[src/rtl/ramp_pkg.sv]
package ramp_pkg;

    localparam int SECTS    = 4;
    localparam int PWR_LSB  = 0;
    localparam int RET_LSB  = 16;
    localparam int WORD_W   = 32;

    typedef enum logic [1:0] {
        ACC_DIRECT = 2'd0,
        ACC_SET    = 2'd1,
        ACC_CLR    = 2'd2
    } acc_kind_e;

    function automatic logic [SECTS-1:0] take_field(input logic [WORD_W-1:0] word,
                                                    input int lsb);
        return word[lsb +: SECTS];
    endfunction

    // Read image: enables in place, filler ones between the fields, zeros above.
    function automatic logic [WORD_W-1:0] pack_word(input logic [SECTS-1:0] pwr,
                                                    input logic [SECTS-1:0] ret);
        logic [WORD_W-1:0] w;
        w = '0;
        for (int i = PWR_LSB + SECTS; i < RET_LSB; i++) begin
            w[i] = 1'b1;
        end
        w[PWR_LSB +: SECTS] = pwr;
        w[RET_LSB +: SECTS] = ret;
        return w;
    endfunction

endpackage

[src/rtl/ramp_decode.sv]
module ramp_decode #(
    parameter int ADDR_W     = 12,
    parameter int NUM_BLOCKS = 8,
    parameter int BASE_ADDR  = 'h600,
    localparam int BLK_W     = (NUM_BLOCKS > 1) ? $clog2(NUM_BLOCKS) : 1,
    localparam int GRP_W     = ADDR_W - 4
) (
    input  logic [ADDR_W-1:0]     addr,
    output logic                  hit,
    output logic [BLK_W-1:0]      blk,
    output ramp_pkg::acc_kind_e   kind
);
    localparam logic [GRP_W-1:0] GRP_LO = GRP_W'(BASE_ADDR >> 4);
    localparam logic [GRP_W-1:0] GRP_HI = GRP_LO + GRP_W'(NUM_BLOCKS);

    logic [GRP_W-1:0] grp;
    logic [GRP_W-1:0] rel;
    logic             grp_ok;

    always_comb begin
        grp    = addr[ADDR_W-1:4];
        rel    = grp - GRP_LO;
        grp_ok = (grp >= GRP_LO) && (grp < GRP_HI);
        blk    = rel[BLK_W-1:0];
        kind   = ramp_pkg::ACC_DIRECT;
        hit    = 1'b0;
        case (addr[3:0])
            4'h0: begin kind = ramp_pkg::ACC_DIRECT; hit = grp_ok; end
            4'h4: begin kind = ramp_pkg::ACC_SET;    hit = grp_ok; end
            4'h8: begin kind = ramp_pkg::ACC_CLR;    hit = grp_ok; end
            default: hit = 1'b0;
        endcase
    end
endmodule

[src/rtl/ramp_wake_timer.sv]
module ramp_wake_timer #(
    parameter int WAKE_CYCLES = 10,
    localparam int CNT_W      = $clog2(WAKE_CYCLES + 1)
) (
    input  logic clk,
    input  logic rst_n,
    input  logic on,
    output logic ready
);
    typedef struct packed {
        logic [CNT_W-1:0] cnt;
        logic             rdy;
    } tmr_t;

    tmr_t st_d, st_q;

    always_comb begin
        st_d = st_q;
        if (!on) begin
            st_d.cnt = '0;
            st_d.rdy = 1'b0;
        end else if (!st_q.rdy) begin
            if (st_q.cnt == CNT_W'(WAKE_CYCLES - 1)) begin
                st_d.rdy = 1'b1;
            end else begin
                st_d.cnt = st_q.cnt + 1'b1;
            end
        end
    end

    always_ff @(posedge clk or negedge rst_n) begin
        if (!rst_n) st_q <= '0;
        else        st_q <= st_d;
    end

    // Gate with power so ready falls in the same cycle as power.
    assign ready = st_q.rdy & on;
endmodule

[src/rtl/ram_pwr_ctrl.sv]
module ram_pwr_ctrl #(
    parameter int NUM_BLOCKS  = 8,
    parameter int ADDR_W      = 12,
    parameter int WAKE_CYCLES = 10,
    localparam int NS         = ramp_pkg::SECTS,
    localparam int NSEC       = NUM_BLOCKS * NS,
    localparam int BLK_W      = (NUM_BLOCKS > 1) ? $clog2(NUM_BLOCKS) : 1
) (
    input  logic              clk,
    input  logic              rst_n,
    input  logic              sys_off,
    input  logic              bus_valid,
    input  logic              bus_write,
    input  logic [ADDR_W-1:0] bus_addr,
    input  logic [31:0]       bus_wdata,
    output logic [31:0]       bus_rdata,
    output logic              bus_rvalid,
    output logic [NSEC-1:0]   sect_pwr,
    output logic [NSEC-1:0]   sect_ret,
    output logic [NSEC-1:0]   sect_ready
);
    import ramp_pkg::*;

    typedef struct packed {
        logic [NUM_BLOCKS-1:0][NS-1:0] pwr;
        logic [NUM_BLOCKS-1:0][NS-1:0] ret;
        logic [31:0]                   rdata;
        logic                          rvalid;
    } ctl_t;

    ctl_t st_d, st_q;

    logic             hit;
    logic [BLK_W-1:0] blk;
    acc_kind_e        kind;
    logic [NS-1:0]    w_pwr;
    logic [NS-1:0]    w_ret;

    ramp_decode #(
        .ADDR_W     (ADDR_W),
        .NUM_BLOCKS (NUM_BLOCKS)
    ) u_dec (
        .addr (bus_addr),
        .hit  (hit),
        .blk  (blk),
        .kind (kind)
    );

    always_comb begin
        w_pwr       = take_field(bus_wdata, PWR_LSB);
        w_ret       = take_field(bus_wdata, RET_LSB);
        st_d        = st_q;
        st_d.rvalid = bus_valid & ~bus_write;
        st_d.rdata  = '0;
        if (bus_valid && hit) begin
            if (bus_write) begin
                case (kind)
                    ACC_SET: begin
                        st_d.pwr[blk] = st_q.pwr[blk] | w_pwr;
                        st_d.ret[blk] = st_q.ret[blk] | w_ret;
                    end
                    ACC_CLR: begin
                        st_d.pwr[blk] = st_q.pwr[blk] & ~w_pwr;
                        st_d.ret[blk] = st_q.ret[blk] & ~w_ret;
                    end
                    default: begin
                        st_d.pwr[blk] = w_pwr;
                        st_d.ret[blk] = w_ret;
                    end
                endcase
            end else begin
                st_d.rdata = pack_word(st_q.pwr[blk], st_q.ret[blk]);
            end
        end
    end

    always_ff @(posedge clk or negedge rst_n) begin
        if (!rst_n) begin
            st_q        <= '0;
            st_q.pwr    <= '1;
        end else begin
            st_q <= st_d;
        end
    end

    assign bus_rdata  = st_q.rdata;
    assign bus_rvalid = st_q.rvalid;
    assign sect_pwr   = st_q.pwr & {NSEC{~sys_off}};
    assign sect_ret   = st_q.ret;

    for (genvar i = 0; i < NSEC; i++) begin : g_sect
        ramp_wake_timer #(
            .WAKE_CYCLES (WAKE_CYCLES)
        ) u_tmr (
            .clk   (clk),
            .rst_n (rst_n),
            .on    (sect_pwr[i]),
            .ready (sect_ready[i])
        );
    end
endmodule

[config.mk]
export PLATFORM = sky130hd
export DESIGN_NAME = ram_pwr_ctrl
export DESIGN_NICKNAME = d
export VERILOG_FILES = /design/src/rtl/ramp_pkg.sv /design/src/rtl/ramp_decode.sv /design/src/rtl/ramp_wake_timer.sv /design/src/rtl/ram_pwr_ctrl.sv
export SDC_FILE = /design/constraint.sdc
export NUM_CORES = 1
export LEC_CHECK = 0
export ABC_AREA = 1
export BUFFER_PORTS_ARGS = -buffer_cell sky130_fd_sc_hd__buf_4
export CAP_MARGIN = 20
export CORE_MARGIN = 2
export CORE_UTILIZATION = 55
export DETAILED_ROUTE_END_ITERATION = 10
export PLACE_DENSITY_LB_ADDON = 0.2
export SYNTH_ARGS = -nofsm -noshare
export SYNTH_HDL_FRONTEND = slang
export SYNTH_SLANG_ARGS = --single-unit
[constraint.sdc]
create_clock -name clk -period 2.2 [get_ports clk]
set_clock_uncertainty 0.1 [all_clocks]
set_input_delay 0.11 -clock clk [delete_from_list [all_inputs] [get_ports clk]]
set_output_delay 0.11 -clock clk [all_outputs]
set_load 0.01 [all_outputs]
==> results of run 1 <==
Yosys cell counts (all sizes together):
cell type  count  share of area (%)
nand2        537                 13
inv          315                7.8
nand3        203                6.9
dfrtp        202                 33
a21oi        195                6.4
nor2         191                5.0
buf          146                6.9
ha            66                5.5
o21ai         48                1.6
nor3b         38                1.9
o22ai         33                1.4
clkbuf        32               0.79
dfstp         32                5.6
nor3          20               0.66
mux2i         18                1.2
xor2          14               0.81
nand3b        10               0.50
clkinv         9               0.22
conb           1              0.025
nand4          1              0.041
nor4           1               0.14
worst min path at each step:
| stage | cells after the start | end | slack (ns) | startpoint |
|---|---|---|---|---|
| global placement | 1 | g_sect[2].u_tmr.st_q[3] | -0.03 | rst_n |
| CTS | 4 | register | 0.004 | bus_write |
| global route | 6 | register | 0.02 | bus_wdata[3] |
| floorplan | 0 | asynchronous set/reset pin | -0.29 | rst_n |
| detailed placement | 1 | g_sect[2].u_tmr.st_q[1] | -0.03 | rst_n |
| finish | 2 | g_sect[2].u_tmr.st_q[1] | 0.003 | rst_n |
power groups by stage:
| stage | Combinational (mW) | Sequential (mW) | Clock, mW |
|---|---|---|---|
| 2_1_floorplan | 0.991 | 4.79 | 0 |
| 3_3_place_gp | 1.48 | 4.82 | 0 |
| 3_5_place_dp | 1.54 | 4.83 | 0 |
| 4_1_cts | 1.56 | 4.76 | 4.51 |
| 5_1_grt | 1.77 | 4.79 | 4.70 |
| 6_report | 1.56 | 4.76 | 4.40 |
area by class of cell:
type	instances	share of cell area (%)
Multi-Input combinational cell	1387	40.2
Tap cell	341	2.48
Clock inverter	4	0.407
Clock buffer	44	4.59
Timing Repair Buffer	226	10.9
Inverter	324	7.07
Sequential cell	234	34.3
routing by layer:
metal,up-vias,GRT usage [%]
met5,-,0
met4,0,10.3
met1,6125,34.7
met3,105,3.09
met2,433,43.5
li1,6707,-
logic make-up (layout without fill, tap and decap cells):
family	after synthesis	in the layout	share of synthesized area, %
AO/OA/AOI/OAI	276	276	9.39
XOR/XNOR	14	14	0.810
adder cells (fa/ha/maj)	66	66	5.45
buffers and inverters	502	598	15.7
flip-flops	234	234	38.9
multiplexers	18	18	1.19
other	1	12	0.0248
AND/OR/NAND/NOR	1001	1001	28.5
stage by stage:
| stage | setup slack (ns) | cell area, um^2 | cells | util (%) | total power, mW |
|---|---|---|---|---|---|
| 4_1_cts | 0.156 | 17200 | 2560 | 63.6 | 10.8 |
| 2_1_floorplan | 0.0361 | 15200 | 2123 | - | 5.78 |
| 6_report | 0.165 | 17200 | 2560 | 63.6 | 10.7 |
| 3_3_place_gp | 0.177 | 16300 | 2506 | 60.2 | 6.30 |
| 5_1_grt | 0.0307 | 17200 | 2560 | 63.6 | 11.3 |
| 3_5_place_dp | 0.0758 | 16300 | 2506 | 60.2 | 6.37 |
repair_timing:
| item | 4_1_cts | 5_1_grt |
|---|---|---|
| hold buffers | 6 | 0 |
| setup buffers | 0 | 0 |
| endpoints found under the hold margin | 220 | 0 |
| resized for setup | 0 | 0 |
==> run metrics, run 1 <==
status finished clean; fraction of final layout cells with drive strength greater than 1 14.3%; Peak supply drop 614 uV; synthesized area per cell 7.17 um^2; top achievable clock speed 491 MHz; buffering stage count on the worst path with inverters included 3; delay of the slowest critical-path stage 0.51 ns; summed negative setup slack over all endpoints 0 ns; Port Buffers 141; Reg power frac 44.4%; Clock power frac 41.1%; H-tree depth reported by CTS 1; pins over their slew limit 0; worst hold slack across all endpoints 0.00307 ns; proportion of total power due to net switching 27.1%; crit path cell chain inv_1 > nor2_1 > inv_1 > nor2_1 > buf_4; weighted congestion at the end of routability-driven global placement 0.939; number of fill cells in the layout 2369; initial core utilization 56.0%; number of antenna violations at the first check in global routing 0; data required time of the worst path 1.99 ns; number of remaining DRC errors 0; Antenna Cells 0; kind of end point of the critical path output port; Critical-path top delay cell sky130_fd_sc_hd__dfstp_2; largest buffer count on any clock path 3; DIE AREA 0.0289 mm^2; placed wire-length estimate 27000 um; global-route congestion overflow total 0; critical path peak fanout 4; remaining antenna violation count 0; number of CTS-inserted buffers 27; die height 170 um; area growth from synthesis to layout 13.6%; largest delay contributor family on the critical path flip-flops; global-route wire length before repair 61300 um; placeable core region 0.0270 mm^2; vias in the first global route 12865; register clock-pin slew on the reported worst setup and hold paths 0.06 ns; number of violations reported at the end of detailed-routing iteration 0 1034; Cell variety after synth 28; cell count after synthesis 2112; sequential cell area fraction in the yosys report 38.9%; wl on met1 16200 um; nature of the critical path startpoint register; io pins 178; row count 60; commonest cells after routing, fill and taps aside sky130_fd_sc_hd__nand2_1, sky130_fd_sc_hd__inv_1, sky130_fd_sc_hd__buf_4; capture instance of the worst register-to-register path g_sect[18].u_tmr.st_q[3]; number of endpoints with negative hold slack in the final report 0; routed wl met2 17400 um; DRT Pass-1 Iters 6; Vias/cell 5.22; data arrival time at the worst-slack endpoint 1.82 ns; Synth Cell Area 0.0151 mm^2; setup violators final 0; destination of the critical timing path sect_ready[18]; Seq. cell area 0.00590 mm^2; worst skew pair latency 0.54 ns; Comb pwr share 14.6%; area of the multi-input gates 0.00692 mm^2; die extent in x 170 um; Post-layout nets 2315; GRT Total Usage 26.0%; commonest non-fill, non-tap cell in the layout sky130_fd_sc_hd__nand2_1; Synth Register Bits 234; register-to-register setup slack 0.25 ns; max capacitance violation total 0; time the final worst path needs with I/O delays and setup 2.03 ns; logic depth of the worst setup path including buffers 5; type of the worst min-delay path primary input to asynchronous set/reset pin; average wire length per cell after detail routing 14.5 um; switching power 2.90 mW; yosys synthesis warning count 0; cell-internal power 7.82 mW; sinks on the clock net 234; top layer reached by signal wires met4; largest net degree at the start of global routing 65; clock tree from TritonCTS done; classification of the worst setup path register to output port; CTS Root Cell sky130_fd_sc_hd__clkbuf_16; setup repair after global routing missed its margin false; leakage power summed over all cells 8.89 nW; power density of the placed cells 623 mW/mm^2; met3 routed WL 2190 um; WL final 37100 um; depth of the worst register-to-register path 7; number of vias after detailed routing 13370; final worst-path cycle share 92.5%
(Power assumes the default switching activity.)
==> inputs of run 2 (changes only) <==
==> constraint.sdc (replaced) <==
create_clock -name clk -period 2.4 [get_ports clk]
set_clock_uncertainty 0.1 [all_clocks]
set_input_delay 0.12 -clock clk [delete_from_list [all_inputs] [get_ports clk]]
set_output_delay 0.12 -clock clk [all_outputs]
set_load 0.01 [all_outputs]
==> run metrics, run 2 (synthesis results as in run 1) <==
global-route congestion overflow total 0 (unchanged); die height 170 um (unchanged); area growth from synthesis to layout 11.8%; GRT Total Usage 25.8% (-0.20 points); row count 60 (unchanged); pins over their slew limit 0 (unchanged); worst-margin pin slew 0.573 ns; H-tree depth reported by CTS 1 (unchanged); status complete, but fails checks; area of the multi-input gates 0.00692 mm^2 (unchanged); Vias/cell 5.26 (+0.74%); number of buffers inserted for hold repair after clock tree synthesis 3 (-3); Critical-path top delay cell sky130_fd_sc_hd__dfstp_2; fraction of final layout cells with drive strength greater than 1 13.6% (-0.68 points); number of remaining DRC errors 0 (unchanged); largest delay contributor family on the critical path flip-flops; number of vias after detailed routing 13321 (-0.37%); power density of the placed cells 576 mW/mm^2 (-7.5%); DIE AREA 0.0289 mm^2 (unchanged); placeable core region 0.0270 mm^2 (unchanged); sinks on the clock net 234 (unchanged); post-cts resize count 0 (unchanged); Port Buffers 141 (unchanged); critical path peak fanout 4 (unchanged); largest buffer count on any clock path 3 (unchanged); setup repair after global routing missed its margin false; initial core utilization 56.0% (unchanged); delay of the slowest critical-path stage 0.51 ns (about the same); placed wire-length estimate 26800 um (-0.79%); max capacitance violation total 0 (unchanged); data arrival time at the worst-slack endpoint 1.84 ns (+0.02 ns); register-to-register setup slack 0.44 ns (+0.19 ns); min setup slack post-route 0.342 ns (+0.177 ns); number of fill cells in the layout 2426 (+2.4%); WL final 36900 um (-0.57%); register clock-pin slew on the reported worst setup and hold paths 0.06 ns (about the same); nature of the critical path startpoint register; average wire length per cell after detail routing 14.6 um (+0.53%); data required time of the worst path 2.18 ns (+0.19 ns); io pins 178 (unchanged); crit path cell chain inv_1 > nor2_1 > inv_1 > nor2_1 > buf_4; post-CTS setup buffer count 0 (unchanged); worst hold slack across all endpoints -0.00248 ns (-0.00555 ns); Peak supply drop 444 uV (-28%); time the final worst path needs with I/O delays and setup 2.06 ns; commonest cells after routing, fill and taps aside sky130_fd_sc_hd__nand2_1, sky130_fd_sc_hd__inv_1, sky130_fd_sc_hd__dfrtp_1; die extent in x 170 um (unchanged); largest net degree at the start of global routing 73 (+12%); CTS Root Cell sky130_fd_sc_hd__clkbuf_16; classification of the worst setup path register to output port; pre-CTS setup slack 0.140 ns (+0.0646 ns); number of violations reported at the end of detailed-routing iteration 0 870 (-16%); number of endpoints with negative hold slack in the final report 2 (+2); DRT Pass-1 Iters 8 (+2); Max-slew headroom 61.8%; worst skew pair latency 0.53 ns (about the same); Post-layout nets 2288 (-1.2%); buffering stage count on the worst path with inverters included 3 (unchanged); leakage power summed over all cells 8.75 nW (-1.6%); number of CTS-inserted buffers 27 (unchanged); standard cell area after detailed placement 0.0160 mm^2 (-1.5%); commonest non-fill, non-tap cell in the layout sky130_fd_sc_hd__nand2_1; remaining antenna violation count 0 (unchanged); Antenna Cells 0 (unchanged); kind of end point of the critical path output port; violated checks negative hold slack; top achievable clock speed 486 MHz; capture instance of the worst register-to-register path g_sect[16].u_tmr.st_q[3]; summed negative setup slack over all endpoints 0 ns (unchanged); vias in the first global route 12817 (-0.37%); type of the worst min-delay path primary input to asynchronous set/reset pin; final worst-path cycle share 85.8%; depth of the worst register-to-register path 7 (unchanged); setup violators final 0 (unchanged); Seq. cell area 0.00590 mm^2 (unchanged); weighted congestion at the end of routability-driven global placement 0.967 (+3.0%); number of antenna violations at the first check in global routing 0 (unchanged); clock tree from TritonCTS done; finished layout cell area 0.0169 mm^2 (-1.6%); global-route wire length before repair 61000 um (-0.50%)
==> run 2: per-layer routing <==
layer,vias up,global-route usage [%],wire length (um)
met2,420,44.5,17700
met1,6169,33.8,16000
met3,82,3.40,2140
met4,0,8.58,988
met5,-,0,0
li1,6650,-,-
==> run 2: layout make-up <==
class	count	share of cell area (%)
clock inverter	10	0.636
timing repair buffer	199	9.51
clock buffer	37	4.45
inverter	324	7.19
tap	341	2.52
multi-input combinational	1387	40.9
sequential	234	34.8
==> run 2: worst max-delay path by stage <==
stage                      startpoint        endpoint  slack, ns  depth (start not counted)
final                        register  sect_ready[16]       0.34                          5
after global routing         register  sect_ready[17]       0.24                          5
after CTS                    register  sect_ready[13]       0.32                          5
after detailed placement  bus_addr[1]        register       0.14                         12
after global placement    bus_addr[1]        register       0.23                         11
after floorplan           bus_addr[1]        register       0.23                         12
==> run 2: through the flow <==
step / std cells / hold slack [ns] / power (mW) / util, %
after global placement: 2482 / -0.0273 / 5.73 / 59.3
after floorplan: 2123 / -0.276 / 5.30 / -
after global routing: 2532 / 0.0337 / 10.2 / 62.6
final: 2532 / -0.00248 / 9.75 / 62.6
after CTS: 2532 / 0.0000587 / 9.84 / 62.6
after detailed placement: 2482 / -0.0274 / 5.80 / 59.3
==> run 2: worst register-to-register path, stage by stage, from the launching register on <==
cell	delay (ns)
sky130_fd_sc_hd__dfstp_2	0.51
sky130_fd_sc_hd__inv_1	0.08
sky130_fd_sc_hd__nor2_1	0.31
sky130_fd_sc_hd__inv_1	0.16
sky130_fd_sc_hd__a21oi_1	0.28
sky130_fd_sc_hd__inv_1	0.15
sky130_fd_sc_hd__nand3_1	0.09
sky130_fd_sc_hd__nor3b_1	0.19
==> run 2: where the power goes <==
part,switching [mW],total (mW),internal [mW],leakage [nW]
logic,0.865,1.38,0.517,5.41
clock network,1.61,4.01,2.40,0.429
registers,0.193,4.36,4.17,2.91
total,2.67,9.75,7.09,8.75
